## src/rtl/aluctl_pkg.sv

```systemverilog
package aluctl_pkg;
  localparam int OP_W   = 4;
  localparam int MODE_W = 2;

  localparam logic [OP_W-1:0] OP_AND = 4'b0000;
  localparam logic [OP_W-1:0] OP_OR  = 4'b0001;
  localparam logic [OP_W-1:0] OP_ADD = 4'b0010;
  localparam logic [OP_W-1:0] OP_SUB = 4'b0110;
  localparam logic [OP_W-1:0] OP_SLT = 4'b0111;
  localparam logic [OP_W-1:0] OP_NOR = 4'b1100;

  typedef enum logic [MODE_W-1:0] {
    MODE_ADD   = 2'b00,
    MODE_SUB   = 2'b01,
    MODE_FIELD = 2'b10,
    MODE_SPARE = 2'b11
  } mode_e;

  typedef struct packed {
    logic            uns;
    logic [OP_W-1:0] op;
  } sel_t;
endpackage

```

## src/rtl/aluctl_fn_dec.sv

```systemverilog
module aluctl_fn_dec
  import aluctl_pkg::*;
#(
  parameter int FN_W = 6
) (
  input  logic [FN_W-1:0] fn_i,
  output sel_t            sel_o,
  output logic            hit_o
);
  always_comb begin
    sel_o = '{uns: 1'b0, op: OP_ADD};
    hit_o = 1'b1;
    case (fn_i)
      6'b100000, 6'b100001: sel_o.op = OP_ADD;
      6'b100010, 6'b100011: sel_o.op = OP_SUB;
      6'b100100:            sel_o.op = OP_AND;
      6'b100101:            sel_o.op = OP_OR;
      6'b100111:            sel_o.op = OP_NOR;
      6'b101010:            sel_o.op = OP_SLT;
      6'b101011:            sel_o = '{uns: 1'b1, op: OP_SLT};
      default:              hit_o = 1'b0;
    endcase
  end

  always_comb begin
    if (!hit_o)
      AST_MISS_IS_ADD: assert (sel_o.op == OP_ADD && !sel_o.uns);
  end
endmodule

```

## src/rtl/aluctl_mode_sel.sv

```systemverilog
module aluctl_mode_sel
  import aluctl_pkg::*;
(
  input  logic [MODE_W-1:0] mode_i,
  input  sel_t              fld_i,
  input  logic              hit_i,
  output sel_t              sel_o
);
  always_comb begin
    sel_o = '{uns: 1'b0, op: OP_ADD};
    case (mode_e'(mode_i))
      MODE_ADD:   sel_o.op = OP_ADD;
      MODE_SUB:   sel_o.op = OP_SUB;
      MODE_FIELD: if (hit_i) sel_o = fld_i;
      default:    sel_o.op = OP_ADD;
    endcase
  end

  always_comb begin
    AST_UNS_ONLY_SLT: assert (!sel_o.uns || sel_o.op == OP_SLT);
  end
endmodule

```

## src/rtl/aluctl_pack.sv

```systemverilog
module aluctl_pack
  import aluctl_pkg::*;
#(
  parameter int BUS_W = 8
) (
  input  sel_t             sel_i,
  output logic [BUS_W-1:0] bus_o
);
  localparam int PAY_W = OP_W + 1;
  localparam int PAD_W = BUS_W - PAY_W;

  generate
    if (PAD_W > 0) begin : g_pad
      assign bus_o = {{PAD_W{1'b0}}, sel_i.uns, sel_i.op};
    end else begin : g_nopad
      assign bus_o = {sel_i.uns, sel_i.op};
    end
  endgenerate
endmodule

```

## src/rtl/aluctl_decoder.sv

```systemverilog
module aluctl_decoder
  import aluctl_pkg::*;
#(
  parameter int FN_W  = 6,
  parameter int BUS_W = 8
) (
  input  logic             clk,
  input  logic             rst,
  input  logic [1:0]       mode_i,
  input  logic [FN_W-1:0]  fn_i,
  output logic [BUS_W-1:0] ctl_o
);
  sel_t             fld_sel;
  logic             fld_hit;
  sel_t             nxt_sel;
  logic [BUS_W-1:0] nxt_bus;

  aluctl_fn_dec #(.FN_W(FN_W)) u_fn (
    .fn_i  (fn_i),
    .sel_o (fld_sel),
    .hit_o (fld_hit)
  );

  aluctl_mode_sel u_mode (
    .mode_i (mode_i),
    .fld_i  (fld_sel),
    .hit_i  (fld_hit),
    .sel_o  (nxt_sel)
  );

  aluctl_pack #(.BUS_W(BUS_W)) u_pack (
    .sel_i (nxt_sel),
    .bus_o (nxt_bus)
  );

  always_ff @(posedge clk) begin
    if (rst) ctl_o <= '0;
    else     ctl_o <= nxt_bus;
  end

  AST_PAD_ZERO: assert property (@(posedge clk) disable iff (rst)
    ctl_o[BUS_W-1:OP_W+1] == '0);
  AST_MODE0_ADD: assert property (@(posedge clk) disable iff (rst)
    mode_i == 2'b00 |=> (ctl_o[3:0] == OP_ADD && !ctl_o[4]));
  AST_MODE1_SUB: assert property (@(posedge clk) disable iff (rst)
    mode_i == 2'b01 |=> (ctl_o[3:0] == OP_SUB && !ctl_o[4]));
  AST_MODE3_ADD: assert property (@(posedge clk) disable iff (rst)
    mode_i == 2'b11 |=> (ctl_o[3:0] == OP_ADD && !ctl_o[4]));
  AST_UNS_SLT: assert property (@(posedge clk) disable iff (rst)
    (mode_i == 2'b10 && fn_i == 6'b101011) |=> (ctl_o[4:0] == 5'b10111));
  AST_SIGNED_SLT: assert property (@(posedge clk) disable iff (rst)
    (mode_i == 2'b10 && fn_i == 6'b101010) |=> (ctl_o[4:0] == 5'b00111));
endmodule

```

## config.mk

```make
export PLATFORM = sky130hd
export DESIGN_NAME = aluctl_decoder
export DESIGN_NICKNAME = d
export VERILOG_FILES = /design/src/rtl/aluctl_pkg.sv /design/src/rtl/aluctl_fn_dec.sv /design/src/rtl/aluctl_mode_sel.sv /design/src/rtl/aluctl_pack.sv /design/src/rtl/aluctl_decoder.sv
export SDC_FILE = /design/constraint.sdc
export NUM_CORES = 1
export LEC_CHECK = 0
export BUFFER_PORTS_ARGS = -buffer_cell sky130_fd_sc_hd__buf_2
export CORE_AREA = 4 4 41 43
export DETAILED_ROUTE_END_ITERATION = 7
export DIE_AREA = 0 0 45 47
export GPL_ROUTABILITY_DRIVEN = 0
export GPL_TIMING_DRIVEN = 0
export PLACE_DENSITY = 0.46
export SYNTH_ARGS = -nofsm -noshare
export SYNTH_HDL_FRONTEND = slang
export SYNTH_SLANG_ARGS = --single-unit
```

## constraint.sdc

```tcl
create_clock -name clk -period 1.9 [get_ports clk]
set_input_delay 0.38 -clock clk [delete_from_list [all_inputs] [get_ports clk]]
set_output_delay 0.38 -clock clk [all_outputs]
set_load 0.005 [all_outputs]
```

==> run_summary.xml, run 1 <==
<?xml version="1.0" encoding="UTF-8"?>
<metrics>
  <group name="run">
    <metric name="maxCapViolations" unit="">0</metric>
  </group>
  <group name="sta">
    <metric name="finalSetupTns" unit="ns">0</metric>
    <metric name="setup-violations-final" unit="">0</metric>
    <metric name="final_critical_path_setup_slack" unit="ns">0.622</metric>
    <metric name="final_period_minus_worst_setup_slack" unit="ns">1.28</metric>
    <metric name="final-hold-violation-count" unit="">0</metric>
    <metric name="fin_hold_ws" unit="ns">0.328</metric>
    <metric name="fmax" unit="MHz">783</metric>
    <metric name="timing_max_transition_violations_final" unit="">0</metric>
    <metric name="grt_setup_unrepaired" unit="">no</metric>
    <metric name="post-route-period-util" unit="%">67.2</metric>
  </group>
  <group name="synth">
    <metric name="post_synth.cell_area_avg" unit="µm²">8.72</metric>
    <metric name="ys_seq_area_share" unit="%">35.9</metric>
    <metric name="synth.cell_area" unit="µm²">279</metric>
    <metric name="synthesis_warning_total" unit="">0</metric>
    <metric name="netlist-cell-type-count" unit="">19</metric>
    <metric name="ys_seq_elements" unit="">5</metric>
    <metric name="cells_after_synthesis" unit="">32</metric>
  </group>
  <group name="grt">
    <metric name="global_route.usage.total" unit="%">5.38</metric>
    <metric name="grt_pass1_wl" unit="µm">814</metric>
    <metric name="grt.overflow.total" unit="">0</metric>
    <metric name="grt_start_max_net_pins" unit="">6</metric>
    <metric name="antenna_found_initial" unit="">0</metric>
    <metric name="first_global_vias" unit="">228</metric>
  </group>
  <group name="cells_and_area">
    <metric name="num-fill-cells" unit="">154</metric>
    <metric name="utilization" unit="%">30.9</metric>
    <metric name="drive_above_1_share" unit="%">40.4</metric>
    <metric name="largest_reg_flops" unit="">5</metric>
    <metric name="final_common_cell" unit="">buf_2</metric>
    <metric name="num_antenna_cells" unit="">0</metric>
    <metric name="design.final.nets" unit="">65</metric>
    <metric name="area_growth" unit="%">43.9</metric>
    <metric name="stdcell_area" unit="µm²">402</metric>
    <metric name="top_library_cells_by_usage_in_the_layout_fill_and_taps_aside" unit="">14 x buf_2, 5 x inv_1, 5 x dfxtp_1</metric>
    <metric name="largest_register" unit="">ctl_o</metric>
    <metric name="top_regs" unit="">ctl_o (5)</metric>
  </group>
  <group name="routing">
    <metric name="wl_per_cell" unit="µm">8.21</metric>
    <metric name="ant_nets" unit="">0</metric>
    <metric name="finalWirelength" unit="µm">550</metric>
    <metric name="vias" unit="">265</metric>
    <metric name="remaining_drc_errors" unit="">0</metric>
    <metric name="vias_per_cell" unit="">3.96</metric>
    <metric name="drt-pass1-iter-count" unit="">1</metric>
    <metric name="violation_count_after_the_first_detailed_route_iteration" unit="">0</metric>
  </group>
  <group name="setup_path">
    <metric name="path_max_fanout" unit="">5</metric>
    <metric name="setup.worst_path.start_class" unit="">input port</metric>
    <metric name="cp.required" unit="ns">2.02</metric>
    <metric name="timing.critical_path.arrival" unit="ns">1.40</metric>
    <metric name="crit_type" unit="">input port to register</metric>
    <metric name="cp-end-kind" unit="">register</metric>
  </group>
  <group name="power">
    <metric name="cellPowerDensity" unit="nW/µm²">670</metric>
    <metric name="vdd_drop_max" unit="mV">0.124</metric>
    <metric name="total_leakage_power" unit="µW">0.000211</metric>
  </group>
  <group name="cts">
    <metric name="ctsRootBufferMaster" unit="">clkbuf_4</metric>
    <metric name="cts.path.max_buffers" unit="">2</metric>
    <metric name="cts-htree-levels" unit="">1</metric>
    <metric name="clock_sinks" unit="">5</metric>
    <metric name="ctsHoldBuffers" unit="">0</metric>
    <metric name="post-cts-setup-buffer-count" unit="">0</metric>
    <metric name="cts.repair.resized" unit="">0</metric>
    <metric name="clkTransAtPathRegs" unit="ns">0.04</metric>
    <metric name="cts_tree" unit="">done</metric>
    <metric name="tritoncts.num_buffers" unit="">3</metric>
  </group>
  <group name="die">
    <metric name="dieArea" unit="µm²">2120</metric>
    <metric name="initial_cell_density_of_the_core" unit="%">21.4</metric>
    <metric name="die_w" unit="µm">45</metric>
    <metric name="chipHeight" unit="µm">47</metric>
    <metric name="ioPinCount" unit="">18</metric>
    <metric name="floorplan.core_area" unit="µm²">1300</metric>
    <metric name="core.rowCount" unit="">13</metric>
  </group>
  <group name="hold_path">
    <metric name="hold_path_startpoint" unit="">rst</metric>
    <metric name="holdPathEnd" unit="">ctl_o[1]$_SDFF_PP0_</metric>
    <metric name="path_type_of_the_worst_min_delay_path" unit="">input port to register</metric>
    <metric name="holdPathStages" unit="">2</metric>
  </group>
  <group name="place">
    <metric name="portBuffers" unit="">14</metric>
    <metric name="post_dp_cell_area" unit="µm²">375</metric>
    <metric name="place_ws" unit="ns">0.380</metric>
    <metric name="dp_hpwl" unit="µm">493</metric>
  </group>
  <group name="run_status">
    <metric name="outcome" unit="">completed</metric>
  </group>
</metrics>
critical path, cell delays in order:
cell	delay [ns]
buf_2	0.09
inv_1	0.04
ha_1	0.34
or3b_2	0.48
o41ai_1	0.08
cell families (layout without fill, tap and decap cells):
kind of cell             Yosys count  count (layout)  share of synthesized area [%]
AO/OA/AOI/OAI                      5               5                           13.9
buffers and inverters              8              26                           14.8
other                              1               3                           1.34
AND/OR/NAND/NOR                   11              11                           25.1
flip-flops                         5               5                           35.9
adder cells (fa/ha/maj)            2               2                           8.97
layer usage:
metal	vias up	global-route usage, %	part of all wire [%]
met5	-	0	0
met4	0	3.51	0
met3	0	3.07	11
met2	10	9.32	51
met1	112	4.78	38
li1	143	-	-
where the power goes:
part / total, µW / switching (µW) / internal (µW)
logic: 42.1 / 20.1 / 22.0
clock network: 118 / 39.4 / 79.1
registers: 109 / 0.452 / 108
total: 269 / 59.9 / 209
stage by stage:
stage               cells  total power, µW
floorplan              34              134
detailed placement     63              153
finish                 67              269
global route           67              283
CTS                    67              275
global placement       63              153
final cells by class:
class	count	area [µm²]	share of cell area [%]
repair buffers	14	70.1	17.4
flip-flops and latches	5	100	24.9
clock buffers	4	26.3	6.54
plain buffers	3	22.5	5.61
well taps	15	18.8	4.67
multi-input cells	21	145	36.1
inverters	5	18.8	4.67
synth_stat cells, drive strengths merged:
| master | number | area [µm²] |
|---|---|---|
| a21boi | 1 | 7.51 |
| a21oi | 1 | 5.00 |
| buf | 3 | 22.5 |
| conb | 1 | 3.75 |
| dfxtp | 5 | 100 |
| ha | 2 | 25.0 |
| inv | 5 | 18.8 |
| nand2 | 1 | 3.75 |
| nand2b | 1 | 6.26 |
| nand3b | 1 | 7.51 |
| nor2 | 1 | 3.75 |
| nor2b | 1 | 6.26 |
| nor3 | 2 | 10.0 |
| nor4b | 1 | 8.76 |
| o31a | 1 | 8.76 |
| o41ai | 2 | 17.5 |
| or3 | 1 | 6.26 |
| or3b | 2 | 17.5 |
worst max path at each step:
stage                          from  slack, ns                   to  depth (start not counted)
after floorplan           mode_i[0]       0.55  ctl_o[2]$_SDFF_PP0_                          4
after global placement    mode_i[0]       0.36  ctl_o[2]$_SDFF_PP0_                          5
after detailed placement        rst       0.38  ctl_o[4]$_SDFF_PP0_                          4
after CTS                       rst       0.62  ctl_o[4]$_SDFF_PP0_                          4
after global routing      mode_i[0]       0.54  ctl_o[2]$_SDFF_PP0_                          5
final                     mode_i[0]       0.62  ctl_o[2]$_SDFF_PP0_                          5
Power figures use the tool's default switching activity.
==> inputs of run 2 (changes only) <==
- clock period: 1.9 -> 1.2 ns (I/O delays scaled with it)
==> run_summary.xml, run 2 (synthesis gave the netlist of run 1 again) <==
<?xml version="1.0" encoding="UTF-8"?>
<metrics>
  <group name="run_status">
    <metric name="outcome" unit="">completed</metric>
  </group>
  <group name="routing">
    <metric name="wl_per_cell" unit="µm">8.58</metric>
    <metric name="finalWirelength" unit="µm">575</metric>
    <metric name="ant_nets" unit="">0</metric>
    <metric name="violation_count_after_the_first_detailed_route_iteration" unit="">1</metric>
    <metric name="vias_per_cell" unit="">3.97</metric>
    <metric name="drt-pass1-iter-count" unit="">2</metric>
    <metric name="vias" unit="">266</metric>
    <metric name="remaining_drc_errors" unit="">0</metric>
  </group>
  <group name="cells_and_area">
    <metric name="top_regs" unit="">ctl_o (5)</metric>
    <metric name="stdcell_area" unit="µm²">414</metric>
    <metric name="sequential_cell_area" unit="µm²">100</metric>
    <metric name="top_library_cells_by_usage_in_the_layout_fill_and_taps_aside" unit="">14 x buf_2, 5 x inv_1, 5 x dfxtp_1</metric>
    <metric name="utilization" unit="%">31.8</metric>
    <metric name="largest_reg_flops" unit="">5</metric>
    <metric name="design.final.nets" unit="">65</metric>
    <metric name="drive_above_1_share" unit="%">42.3</metric>
    <metric name="largest_register" unit="">ctl_o</metric>
    <metric name="num_antenna_cells" unit="">0</metric>
    <metric name="num-fill-cells" unit="">153</metric>
    <metric name="area_growth" unit="%">48.4</metric>
    <metric name="final_common_cell" unit="">buf_2</metric>
    <metric name="final-instance-count-excl-fill" unit="">67</metric>
    <metric name="multi_input_combinational_cell_area" unit="µm²">158</metric>
  </group>
  <group name="cts">
    <metric name="cts.repair.resized" unit="">0</metric>
    <metric name="clkTransAtPathRegs" unit="ns">0.04</metric>
    <metric name="post-cts-setup-buffer-count" unit="">0</metric>
    <metric name="ctsHoldBuffers" unit="">0</metric>
    <metric name="ctsRootBufferMaster" unit="">clkbuf_4</metric>
    <metric name="cts_tree" unit="">done</metric>
    <metric name="cts-htree-levels" unit="">1</metric>
    <metric name="cts.path.max_buffers" unit="">2</metric>
    <metric name="clock_sinks" unit="">5</metric>
    <metric name="tritoncts.num_buffers" unit="">3</metric>
  </group>
  <group name="grt">
    <metric name="antenna_found_initial" unit="">0</metric>
    <metric name="grt.overflow.total" unit="">0</metric>
    <metric name="first_global_vias" unit="">271</metric>
    <metric name="grt_pass1_wl" unit="µm">938</metric>
    <metric name="grt_start_max_net_pins" unit="">6</metric>
    <metric name="global_route.usage.total" unit="%">6.32</metric>
  </group>
  <group name="place">
    <metric name="post_dp_cell_area" unit="µm²">388</metric>
    <metric name="portBuffers" unit="">14</metric>
    <metric name="placed_cells_incl_taps" unit="">63</metric>
    <metric name="dp_hpwl" unit="µm">509</metric>
  </group>
  <group name="die">
    <metric name="ioPinCount" unit="">18</metric>
    <metric name="dieArea" unit="µm²">2120</metric>
    <metric name="initial_cell_density_of_the_core" unit="%">21.4</metric>
    <metric name="die_w" unit="µm">45</metric>
    <metric name="floorplan.core_area" unit="µm²">1300</metric>
    <metric name="core.rowCount" unit="">13</metric>
    <metric name="chipHeight" unit="µm">47</metric>
  </group>
  <group name="setup_path">
    <metric name="cp.required" unit="ns">1.36</metric>
    <metric name="setup.worst_path.start_class" unit="">input port</metric>
    <metric name="crit_chain" unit="">buf_2 -&gt; or3b_1 -&gt; or3_1 -&gt; nor3_1</metric>
    <metric name="timing.critical_path.arrival" unit="ns">1.27</metric>
    <metric name="critical_path.startpoint" unit="">rst</metric>
    <metric name="critical-path-max-stage-delay" unit="ns">0.41</metric>
    <metric name="cp-end-kind" unit="">register</metric>
    <metric name="critPathSlowestCell" unit="">or3b_1</metric>
    <metric name="crit_type" unit="">input port to register</metric>
    <metric name="path_max_fanout" unit="">3</metric>
  </group>
  <group name="hold_path">
    <metric name="path_type_of_the_worst_min_delay_path" unit="">input port to register</metric>
    <metric name="hold_path_startpoint" unit="">rst</metric>
  </group>
  <group name="sta">
    <metric name="final_period_minus_worst_setup_slack" unit="ns">1.11</metric>
    <metric name="setup-violations-final" unit="">0</metric>
    <metric name="fmax" unit="MHz">899</metric>
    <metric name="final-hold-violation-count" unit="">0</metric>
    <metric name="grt_setup_unrepaired" unit="">no</metric>
    <metric name="finalSetupTns" unit="ns">0</metric>
    <metric name="timing_max_transition_violations_final" unit="">0</metric>
    <metric name="post-route-period-util" unit="%">92.6</metric>
  </group>
  <group name="power">
    <metric name="cellPowerDensity" unit="nW/µm²">1040</metric>
    <metric name="fin_total_pwr" unit="µW">432</metric>
    <metric name="total_leakage_power" unit="µW">0.000211</metric>
    <metric name="vdd_drop_max" unit="mV">0.278</metric>
  </group>
  <group name="run">
    <metric name="maxCapViolations" unit="">0</metric>
  </group>
</metrics>
run 2: stage by stage:
| step | hold slack, ns | setup WS, ns |
|---|---|---|
| 3_3_place_gp | 0.436 | -0.161 |
| 2_1_floorplan | 0.309 | 0.0196 |
| 4_1_cts | 0.178 | 0.0894 |
| 5_1_grt | 0.174 | 0.0316 |
| 3_5_place_dp | 0.432 | -0.161 |
| 6_report | 0.182 | 0.0882 |
run 2: path summary, 6_finish.rpt:
| check | endpoint | slack, ns | cells after the start |
|---|---|---|---|
| worst min-delay path | ctl_o[1]$_SDFF_PP0_ | 0.18 | 2 |
| worst max-delay path | ctl_o[4]$_SDFF_PP0_ | 0.09 | 4 |
run 2: layout make-up:
class,count,area share (%)
plain buffers,3,5.44
clock buffers,4,6.34
inverters,5,4.53
multi-input cells,21,38.1
flip-flops and latches,5,24.2
well taps,15,4.53
repair buffers,14,16.9
run 2: power by group:
part           switching (µW)  leakage (µW)  internal, µW
logic                    33.7      0.000156          39.6
registers               0.843     0.0000407           171
clock network            61.4     0.0000150           125
total                    95.9      0.000211           336
run 2: worst max-delay path: cells and delay by family:
kind | cells | cell delay [ns]
and+or+nand+nor | 3 | 0.92
buffers and inverters | 1 | 0.11
run 2: metal layers:
| layer | GRT usage [%] | vias to the layer above | routed length, µm |
|---|---|---|---|
| met2 | 11.6 | 7 | 311 |
| met3 | 3.45 | 0 | 37 |
| met4 | 3.51 | 0 | 0 |
| met1 | 5.47 | 114 | 225 |
| li1 | - | 145 | - |
| met5 | 0 | - | 0 |
